## config.mk

```make
export PLATFORM = sky130hd
export DESIGN_NAME = sc_cordic_sincos
export DESIGN_NICKNAME = d
export VERILOG_FILES = /design/src/rtl/sc_cordic_pkg.sv /design/src/rtl/sc_cordic_stage.sv /design/src/rtl/sc_cordic_preset.sv /design/src/rtl/sc_cordic_sincos.sv
export SDC_FILE = /design/constraint.sdc
export NUM_CORES = 1
export LEC_CHECK = 0
export BUFFER_PORTS_ARGS = -buffer_cell sky130_fd_sc_hd__buf_2
export CAP_MARGIN = 15
export CORE_ASPECT_RATIO = 2
export CORE_MARGIN = 2
export CORE_UTILIZATION = 55
export DETAILED_ROUTE_END_ITERATION = 8
export PLACE_DENSITY = 0.72
export SYNTH_ARGS = -nofsm -noshare
export SYNTH_HDL_FRONTEND = slang
export SYNTH_SLANG_ARGS = --single-unit
export TNS_END_PERCENT = 50
```

## constraint.sdc

```tcl
create_clock -name clk -period 10.8 [get_ports clk]
set_input_delay 1.08 -clock clk [delete_from_list [all_inputs] [get_ports clk]]
set_output_delay 1.08 -clock clk [all_outputs]
set_load 0.03 [all_outputs]
```

## src/rtl/sc_cordic_pkg.sv

```systemverilog
package sc_cordic_pkg;

   // angle table resolution: one full turn is 2**ATAN_REF_W counts
   localparam int ATAN_REF_W = 16;

   // arctangent of 2**-i, in units of a full turn scaled to 2**aw counts
   function automatic int atan_step(int i, int aw);
      int t;
      case (i)
         0: t = 8192;
         1: t = 4836;
         2: t = 2555;
         3: t = 1297;
         4: t = 651;
         5: t = 326;
         6: t = 163;
         7: t = 81;
         default: t = 0;
      endcase
      return t >>> (ATAN_REF_W - aw);
   endfunction

   // starting x: unity of 2**(xw-2) divided by the eight-iteration gain
   function automatic int gain_inverse(int xw);
      real unity;
      unity = 2.0 ** (xw - 2);
      return int'(unity / 1.6467602581);
   endfunction

   // coordinates after the first three iterations for direction bits sel
   // (bit i set means a positive rotation in iteration i)
   function automatic logic [63:0] preset_pair(int x0, int sel);
      int x, y, xn, yn;
      x = x0;
      y = 0;
      for (int i = 0; i < 3; i++) begin
         if (((sel >> i) & 1) == 1) begin
            xn = x - (y >>> i);
            yn = y + (x >>> i);
         end else begin
            xn = x + (y >>> i);
            yn = y - (x >>> i);
         end
         x = xn;
         y = yn;
      end
      return {x, y};
   endfunction

endpackage

```

## src/rtl/sc_cordic_stage.sv

```systemverilog
module sc_cordic_stage #(
   parameter int XW    = 10,
   parameter int AW    = 16,
   parameter int SHIFT = 3,
   parameter int STEP  = 1297
) (
   input  logic signed [XW-1:0] x_i,
   input  logic signed [XW-1:0] y_i,
   input  logic signed [AW-1:0] z_i,
   output logic signed [XW-1:0] x_o,
   output logic signed [XW-1:0] y_o,
   output logic signed [AW-1:0] z_o
);

   localparam logic signed [AW-1:0] ANGLE = AW'(STEP);

   logic                 ccw;
   logic signed [XW-1:0] xs;
   logic signed [XW-1:0] ys;

   assign ccw = ~z_i[AW-1];
   assign xs  = x_i >>> SHIFT;
   assign ys  = y_i >>> SHIFT;

   always_comb begin
      if (ccw) begin
         x_o = x_i - ys;
         y_o = y_i + xs;
         z_o = z_i - ANGLE;
      end else begin
         x_o = x_i + ys;
         y_o = y_i - xs;
         z_o = z_i + ANGLE;
      end
   end

endmodule

```

## src/rtl/sc_cordic_preset.sv

```systemverilog
module sc_cordic_preset #(
   parameter int XW = 10,
   parameter int X0 = 155
) (
   input  logic [2:0]           dir,
   output logic signed [XW-1:0] x_o,
   output logic signed [XW-1:0] y_o
);

   localparam int NPAIR = 8;

   logic signed [XW-1:0] tab_x [NPAIR];
   logic signed [XW-1:0] tab_y [NPAIR];

   for (genvar k = 0; k < NPAIR; k++) begin : g_pair
      localparam logic [63:0] PAIR = sc_cordic_pkg::preset_pair(X0, k);
      assign tab_x[k] = PAIR[32 +: XW];
      assign tab_y[k] = PAIR[0 +: XW];
   end

   assign x_o = tab_x[dir];
   assign y_o = tab_y[dir];

endmodule

```

## src/rtl/sc_cordic_sincos.sv

```systemverilog
module sc_cordic_sincos #(
   parameter int PW = 8,
   parameter int AW = 16,
   parameter int XW = 10,
   parameter int OW = 9
) (
   input  logic                 clk,
   input  logic                 rst_n,
   input  logic                 in_vld,
   input  logic [PW-1:0]        in_phase,
   output logic                 out_vld,
   output logic signed [OW-1:0] out_sin,
   output logic signed [OW-1:0] out_cos,
   output logic signed [AW-1:0] out_eps
);

   localparam int NPRE = 3;
   localparam int NMID = 3;
   localparam int X0   = sc_cordic_pkg::gain_inverse(XW);

   if (XW < 10 || OW >= XW || AW <= PW || AW > sc_cordic_pkg::ATAN_REF_W || PW < 3) begin : g_bad_cfg
      $error("sc_cordic_sincos: unsupported width combination");
   end

   // ---------------- segment A: fold, angle path, preset, iteration 3
   logic                 fold_a;
   logic [PW-1:0]        ph_f;
   logic signed [AW-1:0] za [NPRE+1];
   logic [NPRE-1:0]      dir_a;
   logic signed [XW-1:0] x3, y3, x4, y4;
   logic signed [AW-1:0] z4;

   assign fold_a = in_phase[PW-1] ^ in_phase[PW-2];
   // adding half a turn when the top two bits differ copies bit PW-2 upward
   assign ph_f   = {in_phase[PW-2], in_phase[PW-2:0]};
   assign za[0]  = {ph_f, {(AW-PW){1'b0}}};

   for (genvar i = 0; i < NPRE; i++) begin : g_pre_angle
      localparam logic signed [AW-1:0] ANG = AW'(sc_cordic_pkg::atan_step(i, AW));
      assign dir_a[i]  = ~za[i][AW-1];
      assign za[i+1]   = dir_a[i] ? za[i] - ANG : za[i] + ANG;
   end

   sc_cordic_preset #(.XW(XW), .X0(X0)) preset_i (
      .dir (dir_a),
      .x_o (x3),
      .y_o (y3)
   );

   sc_cordic_stage #(.XW(XW), .AW(AW), .SHIFT(NPRE),
                     .STEP(sc_cordic_pkg::atan_step(NPRE, AW))) stage3_i (
      .x_i (x3), .y_i (y3), .z_i (za[NPRE]),
      .x_o (x4), .y_o (y4), .z_o (z4)
   );

   // ---------------- register after iteration 4
   logic                 vld1, fold1;
   logic signed [XW-1:0] x1r, y1r;
   logic signed [AW-1:0] z1r;

   always_ff @(posedge clk or negedge rst_n) begin
      if (!rst_n) vld1 <= 1'b0;
      else        vld1 <= in_vld;
   end

   always_ff @(posedge clk) begin
      x1r   <= x4;
      y1r   <= y4;
      z1r   <= z4;
      fold1 <= fold_a;
   end

   // ---------------- segment B: iterations 5 to 7
   logic signed [XW-1:0] xb [NMID+1];
   logic signed [XW-1:0] yb [NMID+1];
   logic signed [AW-1:0] zb [NMID+1];

   assign xb[0] = x1r;
   assign yb[0] = y1r;
   assign zb[0] = z1r;

   for (genvar k = 0; k < NMID; k++) begin : g_mid
      sc_cordic_stage #(.XW(XW), .AW(AW), .SHIFT(NPRE+1+k),
                        .STEP(sc_cordic_pkg::atan_step(NPRE+1+k, AW))) stage_i (
         .x_i (xb[k]),   .y_i (yb[k]),   .z_i (zb[k]),
         .x_o (xb[k+1]), .y_o (yb[k+1]), .z_o (zb[k+1])
      );
   end

   // ---------------- register after iteration 7
   logic                 vld2, fold2;
   logic signed [XW-1:0] x2r, y2r;
   logic signed [AW-1:0] z2r;

   always_ff @(posedge clk or negedge rst_n) begin
      if (!rst_n) vld2 <= 1'b0;
      else        vld2 <= vld1;
   end

   always_ff @(posedge clk) begin
      x2r   <= xb[NMID];
      y2r   <= yb[NMID];
      z2r   <= zb[NMID];
      fold2 <= fold1;
   end

   // ---------------- last iteration, truncation, sign correction
   localparam int LAST = NPRE + 1 + NMID;

   logic signed [XW-1:0] xf, yf;
   logic signed [AW-1:0] zf;
   logic signed [OW-1:0] cos_t, sin_t;

   sc_cordic_stage #(.XW(XW), .AW(AW), .SHIFT(LAST),
                     .STEP(sc_cordic_pkg::atan_step(LAST, AW))) stage_last_i (
      .x_i (x2r), .y_i (y2r), .z_i (z2r),
      .x_o (xf),  .y_o (yf),  .z_o (zf)
   );

   assign cos_t   = xf[XW-1 -: OW];
   assign sin_t   = yf[XW-1 -: OW];
   assign out_cos = fold2 ? -cos_t : cos_t;
   assign out_sin = fold2 ? -sin_t : sin_t;
   assign out_eps = zf;
   assign out_vld = vld2;

endmodule

```

[Yosys cells after proc, flatten, opt, wreduce, memory -nomap -nowiden]
Memory sizes are Yosys's and may differ from the RTL's.
Cells that the tools add are included.
Storage, ports and cells
  flip-flop bits (word level): 76
  bits in read-only memories: 160
  input port bits: 11
  output and inout port bits: 35
  word-level logic and storage cells: 80
  memories kept: 2
Memory list
  (name not given): depth 8, width 10, rd ports 1, clocked after Yosys merged registers in 0, write ports 0, RTL line sc_cordic_preset.sv:21  | assign x_o = tab_x[dir];
  (name not given): depth 8, width 10, rd ports 1, clocked after Yosys merged registers in 0, write ports 0, RTL line sc_cordic_preset.sv:22  | assign y_o = tab_y[dir];
Operators by class
  $add $sub $neg: 38
  magnitude comparators: 1
  mux-type cells: 24
  bitwise logic cells: 5
Operators by type and width (number)
  $mux W10: 14
  $mux W16: 8
  $add A10 B3 Y10: 2
  $add A10 B4 Y10: 2
  $add A10 B5 Y10: 2
  $add A10 B6 Y10: 2
  $add A10 B7 Y10: 2
  $sub A10 B3 Y10: 2
  $sub A10 B4 Y10: 2
  $sub A10 B5 Y10: 2
  $sub A10 B6 Y10: 2
  $sub A10 B7 Y10: 2
  $mux W9: 2
  $neg A9 Y9: 2
  $add A15 B15 Y16 const B: 1
  $add A16 B10 Y16 const B: 1
  $add A16 B11 Y16 const B: 1
  $add A16 B12 Y16 const B: 1
  $add A16 B13 Y16 const B: 1
  $add A16 B14 Y16 const B: 1
  $add A16 B8 Y16 const B: 1
  $add A16 B9 Y16 const B: 1
  $sub A15 B15 Y16 const B: 1
  $sub A16 B10 Y16 const B: 1
  other kinds (10): 12

[Logic depth before layout (Yosys ltp)]
Gate-level depths: netlist (run 1).
  depth after elaboration: 11
  gate-level depth with buffers: 40
  gate-level depth less buffers: 39

[Modules after synthesis]
From an unflattened synthesis (run 1), not the netlist that was laid out.
Second synthesis, totals
  cell total of the unflattened synthesis: 1436
  area, all modules: 11380.9 um^2
By module, submodules not included
  sc_cordic_sincos: instances 1, cells an instance 242, area each 2696.3 um^2, sequential area each 1531.5 um^2
  sc_cordic_stage at g_mid[0].stage_i: instances 1, cells an instance 258, area each 1790.5 um^2, sequential area each 0.0 um^2
  sc_cordic_stage at stage3_i: instances 1, cells an instance 221, area each 1666.6 um^2, sequential area each 0.0 um^2
  sc_cordic_stage at g_mid[1].stage_i: instances 1, cells an instance 234, area each 1659.1 um^2, sequential area each 0.0 um^2
  sc_cordic_stage at stage_last_i: instances 1, cells an instance 223, area each 1652.8 um^2, sequential area each 0.0 um^2
  sc_cordic_stage at g_mid[2].stage_i: instances 1, cells an instance 219, area each 1635.3 um^2, sequential area each 0.0 um^2
  sc_cordic_preset: instances 1, cells an instance 39, area each 280.3 um^2, sequential area each 0.0 um^2

[Worst setup path after synthesis (run 1)]
Ideal clock, no wire load.
  path kind: flip-flop to flip-flop
  start: register z1r[15]
  end: register z2r[15]
  library setup time: 0.074 ns
  arrival time: 7.231 ns
  data required time: 10.726 ns
  slack: 3.495 ns
  stages on the path, launching flop included: 34
  path buffers: 6
  clock period less this slack: 7.305 ns
  cells stage by stage: dfxtp_1 > buf_6 > clkbuf_1 > clkbuf_1 > inv_1 > ha_1 > nand3_1 > nor3b_1 > a211oi_2 > a21oi_1 > a31o_2 > buf_2 > inv_1 > buf_2 > fa_1 > a21o_1 > a21oi_1 > nand2b_1 > a21oi_1 > a41oi_1 > a21oi_1 > a31o_2 > clkbuf_1 > ha_1 > o21a_1 > o21a_1 > o21ai_0 > a21boi_0 > o21ai_0 > a21boi_0 > o41ai_1 > o21ai_0 > or3_1 > a31oi_1
Between the ends
  longest elaborated chain between the ends: 6
RTL lines
  start, declared: RTL line sc_cordic_sincos.sv:59  | logic signed [AW-1:0] z1r;
  start signal, assigned: RTL line sc_cordic_sincos.sv:69  | z1r <= z4;
  $sub A16 B11 Y16 or $add A16 B11 Y16 (tied branches): RTL line sc_cordic_stage.sv:29, sc_cordic_stage.sv:33
  $mux W16 (*): RTL line sc_cordic_stage.sv:26  | if (ccw) begin
  $sub A16 B10 Y16 or $add A16 B10 Y16 (tied branches): RTL line sc_cordic_stage.sv:29, sc_cordic_stage.sv:33
  $mux W16 (*): RTL line sc_cordic_stage.sv:26
  $sub A16 B9 Y16 or $add A16 B9 Y16 (tied branches): RTL line sc_cordic_stage.sv:29, sc_cordic_stage.sv:33
  $mux W16 (*): RTL line sc_cordic_stage.sv:26
  via g_mid[2].stage_i.z_o[15]: RTL line sc_cordic_stage.sv:12  | output logic signed [AW-1:0] z_o
  end signal, assigned: RTL line sc_cordic_sincos.sv:103  | z2r <= zb[NMID];
  end, declared: RTL line sc_cordic_sincos.sv:93  | logic signed [AW-1:0] z2r;
Mark *: on every way through the listed nets, which the timed path passes. The rest lies on a longest branch.

[Final worst setup path (run 1)]
Same ends and word-level chain as after synthesis.

==> results of run 1 <==
## per-layer routing
| layer | vias to the layer above | track usage | wire (um) |
|---|---|---|---|
| met1 | 3914 | 0.194 | 7470 |
| met3 | 58 | 0.0240 | 401 |
| met2 | 131 | 0.443 | 11600 |
| li1 | 4460 | - | - |
| met4 | 0 | 0.106 | 904 |
| met5 | - | 0 | 0 |
## worst max-delay path by stage
stage                        from      end  cells after the start
final                     z1r[15]  z2r[15]                     29
after CTS                 z1r[15]  z2r[15]                     29
after detailed placement  z1r[15]  z2r[15]                     29
after global routing      z1r[15]  z2r[15]                     29
after floorplan           z1r[15]  z2r[15]                     33
after global placement    z1r[15]  z2r[15]                     29
## stage by stage
step	hold slack, ns	utilization	std cells	area (sq um)
floorplan	0.310	-	1258	10100
global placement	0.336	0.580	1506	10500
detailed placement	0.344	0.580	1506	10500
CTS	0.356	0.596	1522	10800
global route	0.365	0.596	1522	10800
finish	0.352	0.596	1522	10800
## registers in the layout, indices dropped and copies added (netlist names)
signal	count
fold1	1
fold2	1
out_vld	1
vld1	1
x1r	10
x2r	10
y1r	10
y2r	10
z1r	15
z2r	15
## placed cells by master (no fill, tap or decap), types with 14 or more instances in the layout
cell	count
xor2_1	48
o21bai_1	25
a21boi_0	23
a21oi_1	103
nand2_1	87
nor2_1	103
buf_2	44
o21a_1	23
fa_1	14
ha_1	202
dfxtp_1	72
nand2b_1	17
o21ai_0	79
xnor2_1	114
a21o_1	38
nor2b_1	23
inv_1	125
nor3_1	22
## worst max-delay path, delay by kind of cell (launching register included)
kind                       cells  cell delay, ns
AOI/OAI and AO/OA             20            4.40
buffers and inverters          4            1.56
adders and majority gates      3            1.05
and+or+nand+nor                2            0.49
DFF                            1            0.31
## layout make-up
class | count | area, sq um
inverters | 126 | 473
clock buffers | 12 | 267
repair buffers | 47 | 243
well taps | 216 | 270
multi-input cells | 1043 | 8040
flip-flops and latches | 74 | 1490
fillers | 1691 | 7320
clock inverters | 4 | 25.0
## kinds of logic after synthesis
| kind of cell | synth area share |
|---|---|
| xor gates and xnor gates | 0.147 |
| other | 0.000372 |
| and+or+nand+nor | 0.140 |
| AOI/OAI and AO/OA | 0.222 |
| buffers and inverters | 0.0539 |
| DFF | 0.148 |
| muxes | 0.0109 |
| adders and majority gates | 0.279 |
==> flow_metrics.tcl, run 1 <==
set metrics [dict create \
    ctsResizeCount 0 \
    port_buffers 44 \
    synth_edf_count 0 \
    tightest_slew_ns 0.689 \
    synth_area_per_cell_sq_um 8.01 \
    drv_slew 0 \
    drive_gt1_frac 0.0743 \
    synth_flop_cell "dfxtp_1" \
    hold_class "reg2reg" \
    fin_setup_tns_ns 0 \
    routed_wl_mm 20.4 \
    avgRoutedWirePerCell_um 13.4 \
    worst_setup_path_end_kind "register" \
    hpwl_mm 17.5 \
    postSynthCellCount 1258 \
    max_freq_mhz 126 \
    clkLatencyLatePin_ns 0.35 \
    synth_area_sq_um 10100 \
    skew_ns 0.00663 \
    cp.arrival_ns 8.20 \
    drt_pass1_iterations 5 \
    drtAntennaViolNets 0 \
    yosys.area.top_type "ha_1" \
    initial_core_util 0.556 \
    holdCritStartpoint "vld1" \
    htree_levels 3 \
    crit_path_max_incr_delay_ns 0.55 \
    num_antenna_cells 0 \
    core_sq_um 18100 \
    slew_headroom 0.537 \
    overflow 0 \
    cts_buffer_depth 2 \
    post_synth_main_area_contributors "ha_1 (25%), dfxtp_1 (14%), xnor2_1 (9.9%)" \
    outcome "finished, final reports clean" \
    whs_endpoint "out_vld" \
    grt_util_all_layers 0.214 \
    hold_depth 0 \
    fin_nets 1528 \
    cts_tree "done" \
    drcViolationCount 0 \
    finalCriticalPeriod_ns 7.93 \
    rsz0062_at_grt "false" \
    synth_cell_types 63 \
    synth.most_common_cell "ha_1" \
    cp_common_cell "a21oi_1" \
    synth-seq-area-share 0.148 \
    clk_pin_slew_ns 0.06 \
    preCtsSetupSlack_ns 2.93 \
    grt_pass1_wl_mm 34.8 \
    die_w_um 99.7 \
    maxCapViolations 0 \
    drtIter0Drc 244 \
    synth.top_cells.by_count "ha_1 (202), inv_1 (125), xnor2_1 (114)" \
    vias_per_cell 5.63 \
    die_area_sq_um 19500 \
    async_flop_share 0.0270 \
    cp.required_ns 11.07 \
    r2r_setup_slack_ns 2.87 \
    r2r-start "z1r[15]" \
    postCtsHoldBufs 0 \
    rows 70 \
    r2r_end "z2r[15]" \
    routabilityCongestion 0.912 \
    synth_nets 1485 \
    cts_sinks 74 \
    grt_pass1_vias 8383 \
    ios 46 \
    worstPathMaxFanout 33 \
    area_delta_synth_final_pct 7.29 \
    yosys_warnings 0 \
    antenna_found_initial 0 \
    die_y_um 195 \
    setup_slack_ns 2.87 \
    grt_max_degree 34 \
    setup_viol 0 \
    crit_type "reg2reg" \
    min_period_over_period 0.734 \
    cp-start-kind "register" \
    num_vias 8563 \
    yosys.area.top_type_share 0.251 \
    r2r_cells 29 \
    cts_root_buf "clkbuf_16" \
    postCtsSetupBuffers 0 \
    hold_viol_final 0 \
    cts_buffers 9 \
    crit_slowest_cell "a31o_2" \
    synth-seq-cells 74 \
]
Power of run 1 is left out: the tool's default activity adds up to more than one toggle a clock period on the data nets, which glitch-free logic cannot reach.
==> run 2, diff against run 1 <==
Settings changed: ABC_AREA set to 1.
Clock period 10.8 ns to 8.22 ns, I/O delays scaled along.
==> run 2 against run 1 <==
  * Clock skew is essentially flat
  * Register-to-register slack worse by 1.2 ns
  * Critical path depth is 19 higher
  * First-iteration DRC count rose by 18%
  * Flip-flop and latch count did not move
  * Via count rose by 19%
  * Highest routed layer unchanged
==> flow_metrics.tcl, run 2 <==
set metrics [dict create \
    multi_input_area_sq_um 8510 \
    crit_path_max_incr_delay_ns 0.49 \
    cts_tree "done" \
    vias_per_cell 5.29 \
    hold_viol_final 0 \
    yosys.area.top_type "ha_1" \
    ctsResizeCount 0 \
    largestRegisters "z1r x15, z2r x15" \
    die_area_sq_um 21400 \
    num_vias 10195 \
    slew_headroom 0.476 \
    overflow 0 \
    cp.arrival_ns 6.77 \
    max_freq_mhz 153 \
    clkLatencyLatePin_ns 0.35 \
    drcViolationCount 0 \
    drtIter0Drc 288 \
    mostFrequentLayoutCells "nand2_1 (313), inv_1 (265), ha_1 (202)" \
    postSynthCellCount 1613 \
    drt_pass1_iterations 4 \
    hpwl_mm 21.3 \
    synth_cell_types 48 \
    cp.required_ns 8.46 \
    synth_flop_cell "dfxtp_1" \
    async_flop_share 0.0270 \
    clk_pin_slew_ns 0.06 \
    finalCriticalPeriod_ns 6.53 \
    antenna_found_initial 0 \
    routed_wl_mm 24.6 \
    cts_root_buf "clkbuf_16" \
    yosys_warnings 0 \
    rsz0062_at_grt "false" \
    grt_pass1_wl_mm 41.8 \
    min_period_over_period 0.794 \
    fin_setup_tns_ns 0 \
    rows 73 \
    synth.most_common_cell "nand2_1" \
    post_synth_main_area_contributors "ha_1 (23%), dfxtp_1 (13%), xor2_1 (11%)" \
    worstPathMaxFanout 5 \
    synth-seq-area-share 0.134 \
    num_antenna_cells 0 \
    cts_sinks 74 \
    synth_edf_count 0 \
    final_common_cell "nand2_1" \
    postCtsHoldBufs 0 \
    die_w_um 104 \
    placed_area_sq_um 11600 \
    cts_buffer_depth 2 \
    grt_max_degree 24 \
    setup_viol 0 \
    fillers 1949 \
    port_buffers 44 \
    hold_slack_ns 0.247 \
    tightest_slew_ns 0.777 \
    initial_core_util 0.561 \
    maxCapViolations 0 \
    cts_buffers 9 \
    area_delta_synth_final_pct 7.06 \
    cp-start-kind "register" \
    worst_setup_path_end_kind "register" \
    yosys.area.top_type_share 0.228 \
    die_y_um 205 \
    synth.top_cells.by_count "nand2_1 (313), inv_1 (265), ha_1 (202)" \
    core_sq_um 19800 \
    htree_levels 3 \
    drive_gt1_frac 0.0703 \
    postCtsSetupBuffers 0 \
    skew_ns 0.00622 \
    fin_nets 1887 \
    cp_common_cell "nand2_1" \
    crit_type "reg2reg" \
    grt_util_all_layers 0.234 \
    hold_class "in2async" \
    grt_pass1_vias 10088 \
    avgRoutedWirePerCell_um 12.8 \
    synth-seq-cells 74 \
    outcome "finished, final reports clean" \
    final_cell_area_sq_um 11900 \
    drtAntennaViolNets 0 \
    crit_slowest_cell "dfxtp_1" \
    drv_slew 0 \
    synth_area_per_cell_sq_um 6.89 \
    synth_nets 1840 \
    synth_area_sq_um 11100 \
    seqCellArea_sq_um 1490 \
    routabilityCongestion 0.956 \
    ios 46 \
]
## run 2: cell types whose count changed after synthesis, moves of 57 or more
cell	before	now
a21oi_1	103	161
inv_1	125	265
nand2_1	87	313
nand3_1	11	68
xnor2_1	114	37
xor2_1	48	136
## run 2: final cells by class
class	count	area share
multi-input combinational	1252	0.716
sequential	74	0.125
inverter	277	0.0885
tap	262	0.0276
clock buffer	12	0.0207
timing repair buffer	46	0.0198
clock inverter	4	0.00231
## run 2: cell families after synthesis
family	share of synthesized area
simple gates	0.223
compound gates	0.154
buf+inv	0.0994
fa+ha+maj	0.253
xor+xnor	0.136
flops	0.134
other cells	0.000338
## run 2: worst max-delay path: cells and delay by family (launching register included)
| family | cells | cell delay (ns) |
|---|---|---|
| simple gates | 26 | 1.98 |
| fa+ha+maj | 7 | 1.97 |
| compound gates | 4 | 0.72 |
| xor+xnor | 3 | 0.70 |
| buf+inv | 8 | 0.53 |
| flops | 1 | 0.49 |
## run 2: worst paths after layout
check                      cells past startpoint  slack, ns      end    from
setup / recovery                              48       1.69   y2r[9]  x1r[4]
hold / removal                                 1       0.25     vld1   rst_n
hold reg to reg                                0       0.35  out_vld    vld1
max in group asynchronous                      1       7.88  out_vld   rst_n
min in group clk                               0       0.35  out_vld    vld1
setup reg to reg                              48       1.69   y2r[9]  x1r[4]
## run 2: routing by layer
metal	GRT usage	up-vias	routed length [um]
met3	0.0188	75	336
met5	0	-	0
met1	0.198	4604	8630
met2	0.505	141	14300
li1	-	5375	-
met4	0.135	0	1280
## run 2: stage by stage
stage | setup slack (ns) | std cells | util
after detailed placement | 1.46 | 1911 | 0.586
after CTS | 1.74 | 1927 | 0.600
final | 1.69 | 1927 | 0.600
after global placement | 1.62 | 1911 | 0.586
after floorplan | 2.72 | 1613 | -
after global routing | 1.00 | 1927 | 0.600
Power of run 2 is left out for the same reason.
==> run 3, diff against run 2 <==
Clock period 8.22 ns to 6.6 ns, I/O delays scaled along.
==> run 3 against run 2 <==
  * Worst setup slack worse by 1.3 ns
  * Cell count up 0.42%
  * Non-clock buffer count up 8
  * Clock skew down 0.0021 ns
  * Critical path type unchanged
==> flow_metrics.tcl, run 3 (same netlist as run 2, synthesis figures left out) <==
set metrics [dict create \
    outcome "finished, final reports clean" \
    grt_pass1_wl_mm 42.0 \
    drtAntennaViolNets 0 \
    clkLatencyLatePin_ns 0.35 \
    cts_buffer_depth 2 \
    routabilityCongestion 0.935 \
    slew_headroom 0.450 \
    port_buffers 44 \
    die_area_sq_um 21400 \
    htree_levels 3 \
    die_y_um 205 \
    setup_viol 0 \
    avgRoutedWirePerCell_um 12.9 \
    largestRegisters "z1r x15, z2r x15" \
    drtIter0Drc 299 \
    core_sq_um 19800 \
    dp.cells 1919 \
    worstPathMaxFanout 4 \
    drive_gt1_frac 0.0855 \
    cts_tree "done" \
    cp_common_cell "inv_1" \
    area_delta_synth_final_pct 8.72 \
    num_vias 10229 \
    cts_root_buf "clkbuf_16" \
    min_period_over_period 0.937 \
    worst_setup_path_end_kind "register" \
    antenna_found_initial 0 \
    crit_type "reg2reg" \
    seqCellArea_sq_um 1500 \
    rows 73 \
    finalCriticalPeriod_ns 6.18 \
    cts_sinks 74 \
    clk_pin_slew_ns 0.06 \
    fillers 1926 \
    hold_viol_final 0 \
    cp-start-kind "register" \
    drv_slew 0 \
    vias_per_cell 5.29 \
    hold_class "in2async" \
    num_antenna_cells 0 \
    grt_max_degree 23 \
    grt_pass1_vias 10204 \
    tightest_slew_ns 0.816 \
    hpwl_mm 21.3 \
    postCtsSetupBuffers 0 \
    crit_slowest_cell "fa_1" \
    fin_nets 1895 \
    maxCapViolations 0 \
    drcViolationCount 0 \
    cts_buffers 9 \
    skew_ns 0.00414 \
    drt_pass1_iterations 5 \
    overflow 0 \
    initial_core_util 0.561 \
    crit_path_max_incr_delay_ns 0.46 \
    ios 46 \
    final_common_cell "nand2_1" \
    mostFrequentLayoutCells "nand2_1 (312), inv_1 (265), ha_1 (198)" \
    grt_util_all_layers 0.236 \
    routed_wl_mm 24.9 \
    cp.arrival_ns 6.41 \
    final_cells 1935 \
    die_w_um 104 \
    cp.required_ns 6.83 \
    max_freq_mhz 162 \
    multi_input_area_sq_um 8590 \
]
## run 3: cell count changes in the layout (fill, tap and decap cells not counted), moves of 2 or more
cell        change
buf_4           +8
o21ai_0         -6
a21oi_1         -5
a21oi_2         +5
ha_1            -4
o21ai_1         +4
dfxtp_1         -3
dfxtp_2         +3
ha_4            +3
bufinv_16       +2
clkinvlp_4      -2
o21ai_2         +2
## run 3: routing by layer
layer | part of all wire | GRT usage | up-vias | wire [um]
met3 | 0.016 | 0.0181 | 78 | 410
met1 | 0.35 | 0.197 | 4582 | 8630
met2 | 0.59 | 0.517 | 165 | 14600
met4 | 0.047 | 0.131 | 0 | 1180
li1 | - | - | 5404 | -
met5 | 0 | 0 | - | 0
## run 3: area by class of cell
type	count	area share
Clock buffer	11	0.0193
Timing Repair Buffer	54	0.0244
Multi-Input combinational cell	1252	0.711
Tap cell	262	0.0271
Sequential cell	74	0.124
Clock inverter	5	0.00653
Inverter	277	0.0874
## run 3: repair_timing
item | CTS | global route
resized for setup | 0 | 25
setup endpoints to repair | 0 | 7
hold buffers | 0 | 0
## run 3: final timing paths
path | start | endpoint | slack (ns) | depth (start not counted)
max reg2reg | y1r[4] | x2r[8] | 0.42 | 35
max in group asynchronous | rst_n | out_vld | 6.41 | 1
max | y1r[4] | x2r[8] | 0.42 | 35
min in group clk | vld1 | out_vld | 0.38 | 0
min | rst_n | vld1 | 0.09 | 1
min reg2reg | vld1 | out_vld | 0.38 | 0
## run 3: critical path, delay by kind of cell (launching register included)
kind                     cells  cell delay [ns]
flip-flops                   1             0.38
AO/OA/AOI/OAI                7             1.38
buffers and inverters        9             0.81
adder cells (fa/ha/maj)      6             2.02
XOR/XNOR                     3             0.65
AND/OR/NAND/NOR             10             0.84
## run 3: per-stage QoR
step | hold WS (ns) | area [sq um] | setup slack (ns) | TNS (ns) | utilization
after floorplan | 0.310 | 11100 | 1.10 | 0 | -
after global placement | 0.337 | 11700 | 0.373 | 0 | 0.589
after detailed placement | 0.370 | 11700 | 0.288 | 0 | 0.589
after CTS | 0.0870 | 12000 | 0.156 | 0 | 0.605
after global routing | 0.0884 | 12100 | -0.0670 | -0.123 | 0.609
final | 0.0897 | 12100 | 0.419 | 0 | 0.609
Power of run 3 is left out for the same reason.
